<file path="src/rtl/pbg_pkg.sv">
package pbg_pkg;

  typedef enum logic [1:0] {
    CH_IDLE  = 2'd0,
    CH_DELAY = 2'd1,
    CH_RUN   = 2'd2
  } chState_t;

  // one strobe per parameter half, raised by the control for a single clock
  typedef struct packed {
    logic dlyLo;
    logic dlyHi;
    logic widLo;
    logic widHi;
    logic perLo;
    logic perHi;
    logic rep;
    logic tsel;
  } cfgStrobe_t;

  localparam logic [3:0] ADDR_CTRL   = 4'd0;
  localparam logic [3:0] ADDR_CHSEL  = 4'd1;
  localparam logic [3:0] ADDR_DLY_LO = 4'd2;
  localparam logic [3:0] ADDR_DLY_HI = 4'd3;
  localparam logic [3:0] ADDR_WID_LO = 4'd4;
  localparam logic [3:0] ADDR_WID_HI = 4'd5;
  localparam logic [3:0] ADDR_PER_LO = 4'd6;
  localparam logic [3:0] ADDR_PER_HI = 4'd7;
  localparam logic [3:0] ADDR_REP    = 4'd8;
  localparam logic [3:0] ADDR_TSEL   = 4'd9;

  localparam int RATE_BIT = 2;

endpackage

</file>
<file path="src/rtl/pbg_ctrl.sv">
module pbg_ctrl
  import pbg_pkg::*;
#(
  parameter int NUM_CH   = 8,
  parameter int NUM_SRC  = 4,
  parameter int FAST_DIV = 100,
  parameter int SLOW_DIV = 1000,
  localparam int SEL_W   = $clog2(NUM_CH)
) (
  input  logic               clk,
  input  logic               rstN,
  input  logic               regWr,
  input  logic [3:0]         regAddr,
  input  logic               wrRateBit,
  input  logic [SEL_W-1:0]   wrSel,
  input  logic [NUM_SRC-1:0] trigIn,
  output cfgStrobe_t         strb,
  output logic [SEL_W-1:0]   chSel,
  output logic               slowRate,
  output logic               tick,
  output logic [NUM_SRC-1:0] trigRise
);

  localparam int DIV_W = $clog2(SLOW_DIV);
  localparam logic [DIV_W-1:0] FAST_LIM = DIV_W'(FAST_DIV - 1);
  localparam logic [DIV_W-1:0] SLOW_LIM = DIV_W'(SLOW_DIV - 1);

  logic [DIV_W-1:0]   divCnt;
  logic [DIV_W-1:0]   divLim;
  logic [NUM_SRC-1:0] trigPrev;

  // bus decode into per-field strobes
  always_comb begin
    strb       = '0;
    strb.dlyLo = regWr && (regAddr == ADDR_DLY_LO);
    strb.dlyHi = regWr && (regAddr == ADDR_DLY_HI);
    strb.widLo = regWr && (regAddr == ADDR_WID_LO);
    strb.widHi = regWr && (regAddr == ADDR_WID_HI);
    strb.perLo = regWr && (regAddr == ADDR_PER_LO);
    strb.perHi = regWr && (regAddr == ADDR_PER_HI);
    strb.rep   = regWr && (regAddr == ADDR_REP);
    strb.tsel  = regWr && (regAddr == ADDR_TSEL);
  end

  always_ff @(posedge clk or negedge rstN) begin
    if (!rstN) begin
      slowRate <= 1'b0;
      chSel    <= '0;
    end else if (regWr) begin
      if (regAddr == ADDR_CTRL)  slowRate <= wrRateBit;
      if (regAddr == ADDR_CHSEL) chSel    <= wrSel;
    end
  end

  // tick divider; a limit drop mid-count wraps at once
  assign divLim = slowRate ? SLOW_LIM : FAST_LIM;
  assign tick   = (divCnt >= divLim);

  always_ff @(posedge clk or negedge rstN) begin
    if (!rstN) divCnt <= '0;
    else if (tick) divCnt <= '0;
    else divCnt <= divCnt + 1'b1;
  end

  // trigger edge detection shared by all channels
  always_ff @(posedge clk or negedge rstN) begin
    if (!rstN) trigPrev <= '0;
    else trigPrev <= trigIn;
  end

  assign trigRise = trigIn & ~trigPrev;

  p_tick_gap_r4 : assert property (@(posedge clk) disable iff (!rstN)
    tick |=> !tick);

  for (genvar s = 0; s < NUM_SRC; s++) begin : g_riseChk
    p_rise_single_r5 : assert property (@(posedge clk) disable iff (!rstN)
      trigRise[s] |=> !trigRise[s]);
  end

endmodule

</file>
<file path="src/rtl/pbg_datapath.sv">
module pbg_datapath
  import pbg_pkg::*;
#(
  parameter int NUM_CH  = 8,
  parameter int NUM_SRC = 4,
  parameter int HALF_W  = 16,
  parameter int REP_W   = 16,
  localparam int CNT_W  = 2 * HALF_W,
  localparam int SEL_W  = $clog2(NUM_CH),
  localparam int TSEL_W = $clog2(NUM_SRC)
) (
  input  logic                           clk,
  input  logic                           rstN,
  input  cfgStrobe_t                     strb,
  input  logic [SEL_W-1:0]               chSel,
  input  logic                           slowRate,
  input  logic [3:0]                     regAddr,
  input  logic [HALF_W-1:0]              wrData,
  output logic [NUM_CH-1:0][CNT_W-1:0]   dlyAll,
  output logic [NUM_CH-1:0][CNT_W-1:0]   widAll,
  output logic [NUM_CH-1:0][CNT_W-1:0]   perAll,
  output logic [NUM_CH-1:0][REP_W-1:0]   repAll,
  output logic [NUM_CH-1:0][TSEL_W-1:0]  tselAll,
  output logic [HALF_W-1:0]              rdData
);

  for (genvar c = 0; c < NUM_CH; c++) begin : g_store
    logic hit;
    assign hit = (chSel == SEL_W'(c));

    always_ff @(posedge clk or negedge rstN) begin
      if (!rstN) begin
        dlyAll[c]  <= '0;
        widAll[c]  <= '0;
        perAll[c]  <= '0;
        repAll[c]  <= '0;
        tselAll[c] <= '0;
      end else if (hit) begin
        if (strb.dlyLo) dlyAll[c][HALF_W-1:0]     <= wrData;
        if (strb.dlyHi) dlyAll[c][CNT_W-1:HALF_W] <= wrData;
        if (strb.widLo) widAll[c][HALF_W-1:0]     <= wrData;
        if (strb.widHi) widAll[c][CNT_W-1:HALF_W] <= wrData;
        if (strb.perLo) perAll[c][HALF_W-1:0]     <= wrData;
        if (strb.perHi) perAll[c][CNT_W-1:HALF_W] <= wrData;
        if (strb.rep)   repAll[c]                 <= wrData[REP_W-1:0];
        if (strb.tsel)  tselAll[c]                <= wrData[TSEL_W-1:0];
      end
    end
  end

  // indirect read port through the channel pointer
  always_comb begin
    rdData = '0;
    case (regAddr)
      ADDR_CTRL:   rdData[RATE_BIT]  = slowRate;
      ADDR_CHSEL:  rdData[SEL_W-1:0] = chSel;
      ADDR_DLY_LO: rdData = dlyAll[chSel][HALF_W-1:0];
      ADDR_DLY_HI: rdData = dlyAll[chSel][CNT_W-1:HALF_W];
      ADDR_WID_LO: rdData = widAll[chSel][HALF_W-1:0];
      ADDR_WID_HI: rdData = widAll[chSel][CNT_W-1:HALF_W];
      ADDR_PER_LO: rdData = perAll[chSel][HALF_W-1:0];
      ADDR_PER_HI: rdData = perAll[chSel][CNT_W-1:HALF_W];
      ADDR_REP:    rdData = HALF_W'(repAll[chSel]);
      ADDR_TSEL:   rdData = HALF_W'(tselAll[chSel]);
      default:     rdData = '0;
    endcase
  end

  p_one_strobe_r2 : assert property (@(posedge clk) disable iff (!rstN)
    $onehot0(strb));

  p_rep_lands_r2 : assert property (@(posedge clk) disable iff (!rstN)
    (strb.rep && regAddr == ADDR_REP) |=> (regAddr != ADDR_REP) || $changed(chSel)
      || (rdData == HALF_W'($past(wrData[REP_W-1:0]))));

endmodule

</file>
<file path="src/rtl/pbg_channel.sv">
module pbg_channel
  import pbg_pkg::*;
#(
  parameter int CNT_W   = 32,
  parameter int REP_W   = 16,
  parameter int NUM_SRC = 4,
  localparam int TSEL_W = $clog2(NUM_SRC)
) (
  input  logic               clk,
  input  logic               rstN,
  input  logic               tick,
  input  logic [NUM_SRC-1:0] trigRise,
  input  logic               inhibit,
  input  logic [CNT_W-1:0]   dly,
  input  logic [CNT_W-1:0]   wid,
  input  logic [CNT_W-1:0]   per,
  input  logic [REP_W-1:0]   rep,
  input  logic [TSEL_W-1:0]  tsel,
  output logic               pulse
);

  chState_t         state;
  logic [CNT_W-1:0] cnt;
  logic [CNT_W:0]   cntInc;
  logic [REP_W-1:0] left;
  logic             start;
  logic             periodEnd;

  assign start     = (state == CH_IDLE) && trigRise[tsel] && !inhibit;
  assign cntInc    = {1'b0, cnt} + {{CNT_W{1'b0}}, 1'b1};
  assign periodEnd = (cntInc >= {1'b0, per});

  // cnt counts delay ticks in CH_DELAY and the pulse phase in CH_RUN
  always_ff @(posedge clk or negedge rstN) begin
    if (!rstN) begin
      state <= CH_IDLE;
      cnt   <= '0;
      left  <= '0;
    end else begin
      case (state)
        CH_IDLE: begin
          if (start) begin
            state <= CH_DELAY;
            cnt   <= '0;
            left  <= (rep == '0) ? REP_W'(1) : rep;
          end
        end
        CH_DELAY: begin
          if (tick) begin
            if (cnt >= dly) begin
              state <= CH_RUN;
              cnt   <= '0;
            end else begin
              cnt <= cnt + 1'b1;
            end
          end
        end
        CH_RUN: begin
          if (tick) begin
            if (periodEnd) begin
              cnt <= '0;
              if (left <= REP_W'(1)) begin
                state <= CH_IDLE;
                left  <= '0;
              end else begin
                left <= left - 1'b1;
              end
            end else begin
              cnt <= cntInc[CNT_W-1:0];
            end
          end
        end
        default: state <= CH_IDLE;
      endcase
    end
  end

  assign pulse = (state == CH_RUN) && (cnt < wid);

  p_hold_off_tick_r4 : assert property (@(posedge clk) disable iff (!rstN)
    (state != CH_IDLE && !tick) |=> ($stable(cnt) && $stable(state)));

  p_no_reload_r8 : assert property (@(posedge clk) disable iff (!rstN)
    (state != CH_IDLE && !tick) |=> $stable(left));

  p_inhibit_hold_r9 : assert property (@(posedge clk) disable iff (!rstN)
    (state == CH_IDLE && inhibit) |=> (state == CH_IDLE));

  p_count_min_r7 : assert property (@(posedge clk) disable iff (!rstN)
    (state != CH_IDLE) |-> (left != '0));

endmodule

</file>
<file path="src/rtl/pulse_burst_gen.sv">
module pulse_burst_gen
  import pbg_pkg::*;
#(
  parameter int NUM_CH   = 8,
  parameter int NUM_SRC  = 4,
  parameter int HALF_W   = 16,
  parameter int REP_W    = 16,
  parameter int FAST_DIV = 100,
  parameter int SLOW_DIV = 1000
) (
  input  logic               clk,
  input  logic               rstN,
  input  logic               regWr,
  input  logic [3:0]         regAddr,
  input  logic [HALF_W-1:0]  regWrData,
  output logic [HALF_W-1:0]  regRdData,
  input  logic [NUM_SRC-1:0] trigIn,
  input  logic               inhibit,
  output logic [NUM_CH-1:0]  pulseOut
);

  localparam int CNT_W  = 2 * HALF_W;
  localparam int SEL_W  = $clog2(NUM_CH);
  localparam int TSEL_W = $clog2(NUM_SRC);

  cfgStrobe_t                    strb;
  logic [SEL_W-1:0]              chSel;
  logic                          slowRate;
  logic                          tick;
  logic [NUM_SRC-1:0]            trigRise;
  logic [NUM_CH-1:0][CNT_W-1:0]  dlyAll;
  logic [NUM_CH-1:0][CNT_W-1:0]  widAll;
  logic [NUM_CH-1:0][CNT_W-1:0]  perAll;
  logic [NUM_CH-1:0][REP_W-1:0]  repAll;
  logic [NUM_CH-1:0][TSEL_W-1:0] tselAll;

  pbg_ctrl #(
    .NUM_CH(NUM_CH), .NUM_SRC(NUM_SRC),
    .FAST_DIV(FAST_DIV), .SLOW_DIV(SLOW_DIV)
  ) u_ctrl (
    .clk(clk), .rstN(rstN), .regWr(regWr), .regAddr(regAddr),
    .wrRateBit(regWrData[RATE_BIT]), .wrSel(regWrData[SEL_W-1:0]),
    .trigIn(trigIn), .strb(strb), .chSel(chSel), .slowRate(slowRate),
    .tick(tick), .trigRise(trigRise)
  );

  pbg_datapath #(
    .NUM_CH(NUM_CH), .NUM_SRC(NUM_SRC), .HALF_W(HALF_W), .REP_W(REP_W)
  ) u_data (
    .clk(clk), .rstN(rstN), .strb(strb), .chSel(chSel), .slowRate(slowRate),
    .regAddr(regAddr), .wrData(regWrData), .dlyAll(dlyAll), .widAll(widAll),
    .perAll(perAll), .repAll(repAll), .tselAll(tselAll), .rdData(regRdData)
  );

  for (genvar g = 0; g < NUM_CH; g++) begin : g_ch
    pbg_channel #(
      .CNT_W(CNT_W), .REP_W(REP_W), .NUM_SRC(NUM_SRC)
    ) u_chan (
      .clk(clk), .rstN(rstN), .tick(tick), .trigRise(trigRise),
      .inhibit(inhibit), .dly(dlyAll[g]), .wid(widAll[g]), .per(perAll[g]),
      .rep(repAll[g]), .tsel(tselAll[g]), .pulse(pulseOut[g])
    );
  end

endmodule

</file>
<file path="config.mk">
export PLATFORM = sky130hd
export DESIGN_NAME = pulse_burst_gen
export DESIGN_NICKNAME = d
export VERILOG_FILES = /design/src/rtl/pbg_pkg.sv /design/src/rtl/pbg_ctrl.sv /design/src/rtl/pbg_datapath.sv /design/src/rtl/pbg_channel.sv /design/src/rtl/pulse_burst_gen.sv
export SDC_FILE = /design/constraint.sdc
export NUM_CORES = 2
export LEC_CHECK = 0
export ABC_CLOCK_PERIOD_IN_PS = 8420
export BUFFER_PORTS_ARGS = -buffer_cell sky130_fd_sc_hd__buf_2
export CORE_ASPECT_RATIO = 2
export CORE_MARGIN = 1.5
export CORE_UTILIZATION = 65
export DETAILED_ROUTE_END_ITERATION = 6
export PLACE_DENSITY_LB_ADDON = 0.15
export SLEW_MARGIN = 0
export SYNTH_ARGS = -nofsm -noshare
export SYNTH_HDL_FRONTEND = slang
export SYNTH_SLANG_ARGS = --single-unit
</file>
<file path="constraint.sdc">
create_clock -name clk -period 8.42 [get_ports clk]
set_input_delay 1.684 -clock clk [delete_from_list [all_inputs] [get_ports clk]]
set_output_delay 1.684 -clock clk [all_outputs]
set_load 0.05 [all_outputs]
</file>
=== After elaboration in Yosys (flattened, before gate mapping) ===
Cells that the tools add are included.

* $add $sub $neg: 25
* Magnitude comparators: 42
* Equality and inequality tests: 80
* Multiplexer cells: 183
* Bitwise operators: 2
* Reduce and logical (&&, ||, !) cells: 157

{| class="wikitable"
|+ Operator list
! kind !! count
|-
| 32-bit 2-to-1 mux || 43
|-
| 32-bit one-hot mux with 3 select lines || 8
|-
| 16-bit 2-to-1 mux || 41
|-
| 32-bit binary-select mux with 3-bit select || 3
|-
| 32-bit by 1-bit adder with 33-bit output (second input constant) || 8
|-
| 33-bit by 32-bit greater-or-equal comparator with 1-bit output || 8
|-
| 32-bit by 1-bit adder with 32-bit output (second input constant) || 8
|-
| 32-bit greater-or-equal comparator || 8
|-
| 32-bit < comparator || 8
|-
| 16-bit one-hot mux with 2 select lines || 8
|-
| 2-bit AND reduction || 66
|-
| 16-bit by 1-bit <= comparator with 1-bit output (second input constant) || 8
|-
| 16-bit zero test || 8
|-
| 16-bit by 1-bit subtractor with 16-bit output (second input constant) || 8
|-
| 2-bit 2-to-1 mux || 49
|-
| 13-bit one-hot mux with 7 select lines || 1
|-
| 2-bit by 1-bit inequality test with 1-bit output (second input constant) || 34
|-
| 4-bit AND reduction || 16
|-
| 16-bit binary-select mux with 3-bit select || 1
|-
| 2-bit one-hot mux with 3 select lines || 8
|-
| 6-bit AND reduction || 8
|-
| 1-bit logical AND || 32
|-
| 2-bit inequality test (second input constant) || 14
|-
| 2-bit by 3-bit < comparator with 1-bit output (second input constant) || 8
|-
| other kinds (26) || 85
|}

* Flip-flop bits (word level): 1330
* Output and inout port bits: 24
* Logic and storage cells: 581

=== Logic depth before layout (Yosys ltp) ===
* Depth after elaboration: 8
* Depth in mapped cells: 18
* Mapped depth without buffers: 17

=== By module ===
From an unflattened synthesis, not the netlist that was laid out.

* Cells, all modules: 8258
* Area, all modules: 87071.0 um2

{| class="wikitable"
|+ By module, submodules not included
! module !! instances !! cells an instance !! area an instance (um2)
|-
| pbg_datapath || 1 || 2660 || 41776.3
|-
| pbg_channel (g_ch[2].u_chan ...) || 4 || 707 || 5564.1
|-
| pbg_channel (g_ch[0].u_chan ...) || 3 || 670 || 5530.3
|-
| pbg_channel (g_ch[7].u_chan) || 1 || 671 || 5497.8
|-
| pbg_ctrl || 1 || 89 || 949.7
|}

=== Worst setup path before layout ===
No wires, ideal clock.

* Kind: input-to-output
* Start: input port regAddr[0]
* End: output port regRdData[7]
* Data arrival time: 3539 ps
* Slack: 3197 ps
* Cell stages on the path: 4
* Cells stage by stage: clkbuf_1 > nor3_1 > a221oi_1 > o221ai_1

* Cells in the longest elaborated chain, start to end: 2

{| class="wikitable"
|+ Ends and longest elaborated chain
! item !! line !! source
|-
| from (decl) || pulse_burst_gen.sv:14 || <nowiki>input logic [3:0] regAddr,</nowiki>
|-
| 4-bit equality test (tied with other cells) || pbg_datapath.sv:54 || <nowiki>case (regAddr)</nowiki>
|-
| 13-bit one-hot mux with 7 select lines (*) || pbg_datapath.sv:54 ||
|-
| to (decl) || pulse_burst_gen.sv:16 || <nowiki>output logic [HALF_W-1:0] regRdData,</nowiki>
|}

Mark *: on every way between the ends. The rest lies on a longest branch, timed or not.

=== Worst setup path in the final report ===
* Start: register g_ch[5].u_chan.cnt[2]
* End: register g_ch[5].u_chan.cnt[27]

* Cells in the longest elaborated chain, start to end: 5

{| class="wikitable"
|+ Ends and longest elaborated chain
! item !! line !! source
|-
| from (decl) || pbg_channel.sv:23 || <nowiki>logic [CNT_W-1:0] cnt;</nowiki>
|-
| from (signal assigned) || pbg_channel.sv:54 || <nowiki>cnt <= cnt + 1'b1;</nowiki>
|-
| from (signal assigned) || pbg_channel.sv:69 || <nowiki>cnt <= cntInc[CNT_W-1:0];</nowiki>
|-
| 32-bit by 1-bit adder with 33-bit output || pbg_channel.sv:30 || <nowiki>assign cntInc = {1'b0, cnt} + {{CNT_W{1'b0}}, 1'b1};</nowiki>
|-
| 33-bit by 32-bit greater-or-equal comparator with 1-bit output || pbg_channel.sv:31 || <nowiki>assign periodEnd = (cntInc >= {1'b0, per});</nowiki>
|-
| 32-bit 2-to-1 mux || pbg_channel.sv:60 || <nowiki>if (periodEnd) begin</nowiki>
|-
| 32-bit 2-to-1 mux || pbg_channel.sv:59 || <nowiki>if (tick) begin</nowiki>
|-
| 32-bit one-hot mux with 3 select lines (*) || pbg_channel.sv:40 || <nowiki>case (state)</nowiki>
|}

Mark *: on every way between the ends. The rest lies on a longest branch, timed or not. The select of a mux whose other input is x is not followed.
A chain may end at the register's enable or synchronous reset.

==> metrics.md <==
| Metric | Value |
|---|---|
| WP depth | `14` |
| Die span in y | `517.3 um` |
| EDFF count, synth | `0` |
| Area Overhead vs Synth | `7.067%` |
| Routed WL per cell | `32.56 um` |
| Total Wirelength | `320,900 um` |
| RD Place Congestion | `1.084` |
| Root Buffer | `clkbuf_16` |
| Reg clk slew, reported paths | `0.07 ns` |
| Worst IR Drop VDD | `0.0002960 V` |
| Largest net degree at the start of global routing | `171` |
| Top FF cell, synth | `dfrtp_1` |
| R2R depth | `14` |
| Mapped Cells | `8,151` |
| Buffer and inverter count on the worst path | `0` |
| Core area | `131,300 um^2` |
| Die area | `134,600 um^2` |
| CTS tree | `done` |
| Synth Area per Inst | `10.55 um^2` |
| Worst reg2reg setup slack | `1.11 ns` |
| Post CTS Setup Buffer Count | `0` |
| Vias in the first global route | `69,010` |
| H-Tree Depth | `3` |
| Worst Path Arrival | `8.05 ns` |
| Worst skew pair latency | `0.80 ns` |
| Setup TNS | `0 ns` |
| Layout cells sized above 1 | `20.10%` |
| Leakage | `0.04390 uW` |
| YS warnings | `0` |
| Sequential-to-total area share from yosys stat | `38.71%` |
| Final worst slack | `1.105 ns` |
| Worst setup SP type | `flip-flop` |
| GRT overflow | `0` |
| Std cell rows | `188` |
| Post-Syn Area | `85,980 um^2` |
| Clock skew | `0.02818 ns` |
| Seq cells post-synth | `1,330` |
| RSZ-0062 raised after global routing | `no` |
| Power density over the cells | `254.2 nW/um^2` |
| CTS sink count | `1,330` |
| Hold buffer count at CTS | `0` |
| Post-route clock period utilization | `86.87%` |
| 1st-iter DRT viols | `6,169` |
| Post-route ant nets | `0` |
| Worst r2r dst | `g_ch[5].u_chan.cnt[27]` |
| Slew headroom | `-10.04%` |
| Via density per instance | `6.957` |
| TritonCTS Buffers | `120` |
| Least-Margin Pin Slew | `1.636 ns` |
| Setup crit end kind | `flip-flop` |
| DR pass1 iterations | `6` |
| First-pass GRT wire length | `463,000 um` |
| Status | `finished with violations` |
| Total track usage | `48.08%` |
| Largest area contributor in the netlist | `dfrtp_1` |
| Max Fclk | `0.1367 GHz` |
| DP HPWL | `241,300 um` |
| Largest cells by area after synthesis | `dfrtp_1 39%, mux2_2 12%, ha_1 12%, mux4_2 6.2%, inv_1 3.9%` |
| Final hold violation count | `0` |
| Reg-to-Reg Start | `g_ch[5].u_chan.cnt[2]` |
| Cell Chain, Critical Path | `and4_1 > and4_1 > nand2_1 > nor3b_1 > xor2_1 > ha_1 > a21oi_1 > nand2_1 > a221oi_1 > nand4_1 > a211oi_1 > o211ai_4 > o21ai_0 > a21o_1` |
| # IOs | `52` |
| CP max FO | `35` |
| Top-count cell post-synth | `dfrtp_1` |
| # Max-Cap Violations | `9` |
| Setup Viol. Count Final | `0` |
| Initial Util | `65.50%` |
| Remaining DRCs | `0` |
| Fraction of registers with async set/reset | `100.0%` |
| Die width | `260.2 um` |
| Path category of the worst min-delay check | `flip-flop to flip-flop` |
| Cell family with most CP delay | `compound AO/OA/AOI/OAI gates` |
| Top cells by count, synth | `1,330 x dfrtp_1, 929 x mux2_2, 904 x inv_1` |
| Max incr delay on CP | `1.12 ns` |
| IO Port Bufs | `51` |
| Failing checks | `max-capacitance violations, max-slew violations` |
| Dpl ws | `1.962 ns` |
| Synth Net Count | `9,007` |
| Fillers | `9,882` |
| Slowest-stage cell, CP | `a211oi_1` |
| Post-synth cell types | `105` |
| Final Max Slew Viols | `15` |
| Yosys top cell area share | `38.71%` |
| Critical Path RT | `9.16 ns` |
| PostCTS Resize Cnt | `0` |
| Crit Path Category | `flip-flop to flip-flop` |
| Nets | `8,893` |
| Antenna violations before repair | `37` |
| CP endpoint | `g_ch[5].u_chan.cnt[27]` |
| Clk buf depth | `3` |
| Critical Path Source | `g_ch[5].u_chan.cnt[2]` |
| DR vias | `68,580` |
| Crit path time final | `7.315 ns` |
## cell families (layout without fill, tap and decap cells)
kind of cell / Yosys count / in the layout / share of synthesized area (%)
AOI/OAI and AO/OA: 1495 / 1495 / 11.29
xor gates and xnor gates: 245 / 245 / 2.496
adders and majority gates: 828 / 828 / 12.05
buffers and inverters: 1282 / 1262 / 5.840
DFF: 1330 / 1330 / 38.71
muxes: 1261 / 1261 / 19.47
other: 0 / 16 / 0
and+or+nand+nor: 1710 / 1710 / 10.14
## sequential cells by signal, indices dropped and copies added (netlist names)
signal,cells
u_ctrl.divCnt,10
g_ch.u_chan.cnt,256
u_data.tselAll,16
u_data.repAll,128
u_ctrl.slowRate,1
g_ch.u_chan.left,128
u_data.perAll,256
u_data.widAll,256
u_ctrl.trigPrev,4
g_ch.u_chan.state,16
u_data.dlyAll,256
u_ctrl.chSel,3
## per-layer routing
metal	vias up	GRT usage, %	wire (um)
met5	-	0	182
li1	29230	-	-
met2	3500	77.30	150500
met3	1406	11.87	26750
met1	34410	49.69	102600
met4	28	49.80	40850
## worst min-delay path by stage
stage                                start                     end  slack (ns)  depth (start not counted)
floorplan           g_ch[7].u_chan.left[1]  g_ch[7].u_chan.left[1]        0.45                          2
detailed placement        u_ctrl.divCnt[0]        u_ctrl.divCnt[0]        0.48                          1
global placement    g_ch[7].u_chan.left[1]  g_ch[7].u_chan.left[1]        0.47                          2
finish                    u_ctrl.divCnt[0]        u_ctrl.divCnt[0]        0.49                          1
global route              u_ctrl.divCnt[0]        u_ctrl.divCnt[0]        0.51                          1
CTS                       u_ctrl.divCnt[0]        u_ctrl.divCnt[0]        0.49                          1
## final cells by class
| class | instances | area, um^2 | share of cell area, % |
|---|---|---|---|
| well taps | 1710 | 2140 | 2.324 |
| multi-input cells | 5539 | 47840 | 51.97 |
| flip-flops and latches | 1330 | 33290 | 36.17 |
| diodes | 16 | 40.04 | 0.04349 |
| clock inverters | 44 | 690.7 | 0.7503 |
| inverters | 908 | 3408 | 3.702 |
| repair buffers | 138 | 1050 | 1.140 |
| clock buffers | 172 | 3591 | 3.901 |
## power by group
group	leakage (uW)	switching [uW]	internal, uW
Clock	0.00211	2660	3450
Combinational	0.0237	6170	2920
Sequential	0.0181	993	7210
Total	0.0439	9820	13600
## placed cells by master (no fill, tap or decap), types with 37 or more instances in the layout
cell type and count:
dfrtp_1 1327, mux2_2 929, inv_1 904, ha_1 828, nand2_1 485, nor2_1 346
a21oi_1 341, o21ai_0 340, mux4_2 236, xnor2_1 158, nand3_1 155, nand4_1 141
clkbuf_16 122, a21o_1 113, nor3_1 103, o21ai_1 103, mux2i_1 91, and3_1 89
xor2_1 87, buf_4 74, a22o_1 72, nor4_1 63, nand2b_1 61, and4_1 55
a22oi_1 52, a32o_1 52, buf_2 51, o22ai_1 50, nor2b_1 47, a31oi_1 43
a211oi_1 43, o21a_1 37
## per-stage QoR
stage	instances	hold WS, ns	utilization (%)	cell area, um^2	power, uW
finish	9857	0.4869	70.13	92050	23400
global route	9842	0.5131	70.10	92020	24110
CTS	9839	0.4870	70.07	91970	22940
detailed placement	9623	0.4773	66.81	87690	16910
global placement	9622	0.4658	66.80	87680	16670
floorplan	8151	0.4498	-	85980	13340
(Power assumes the default switching activity.)
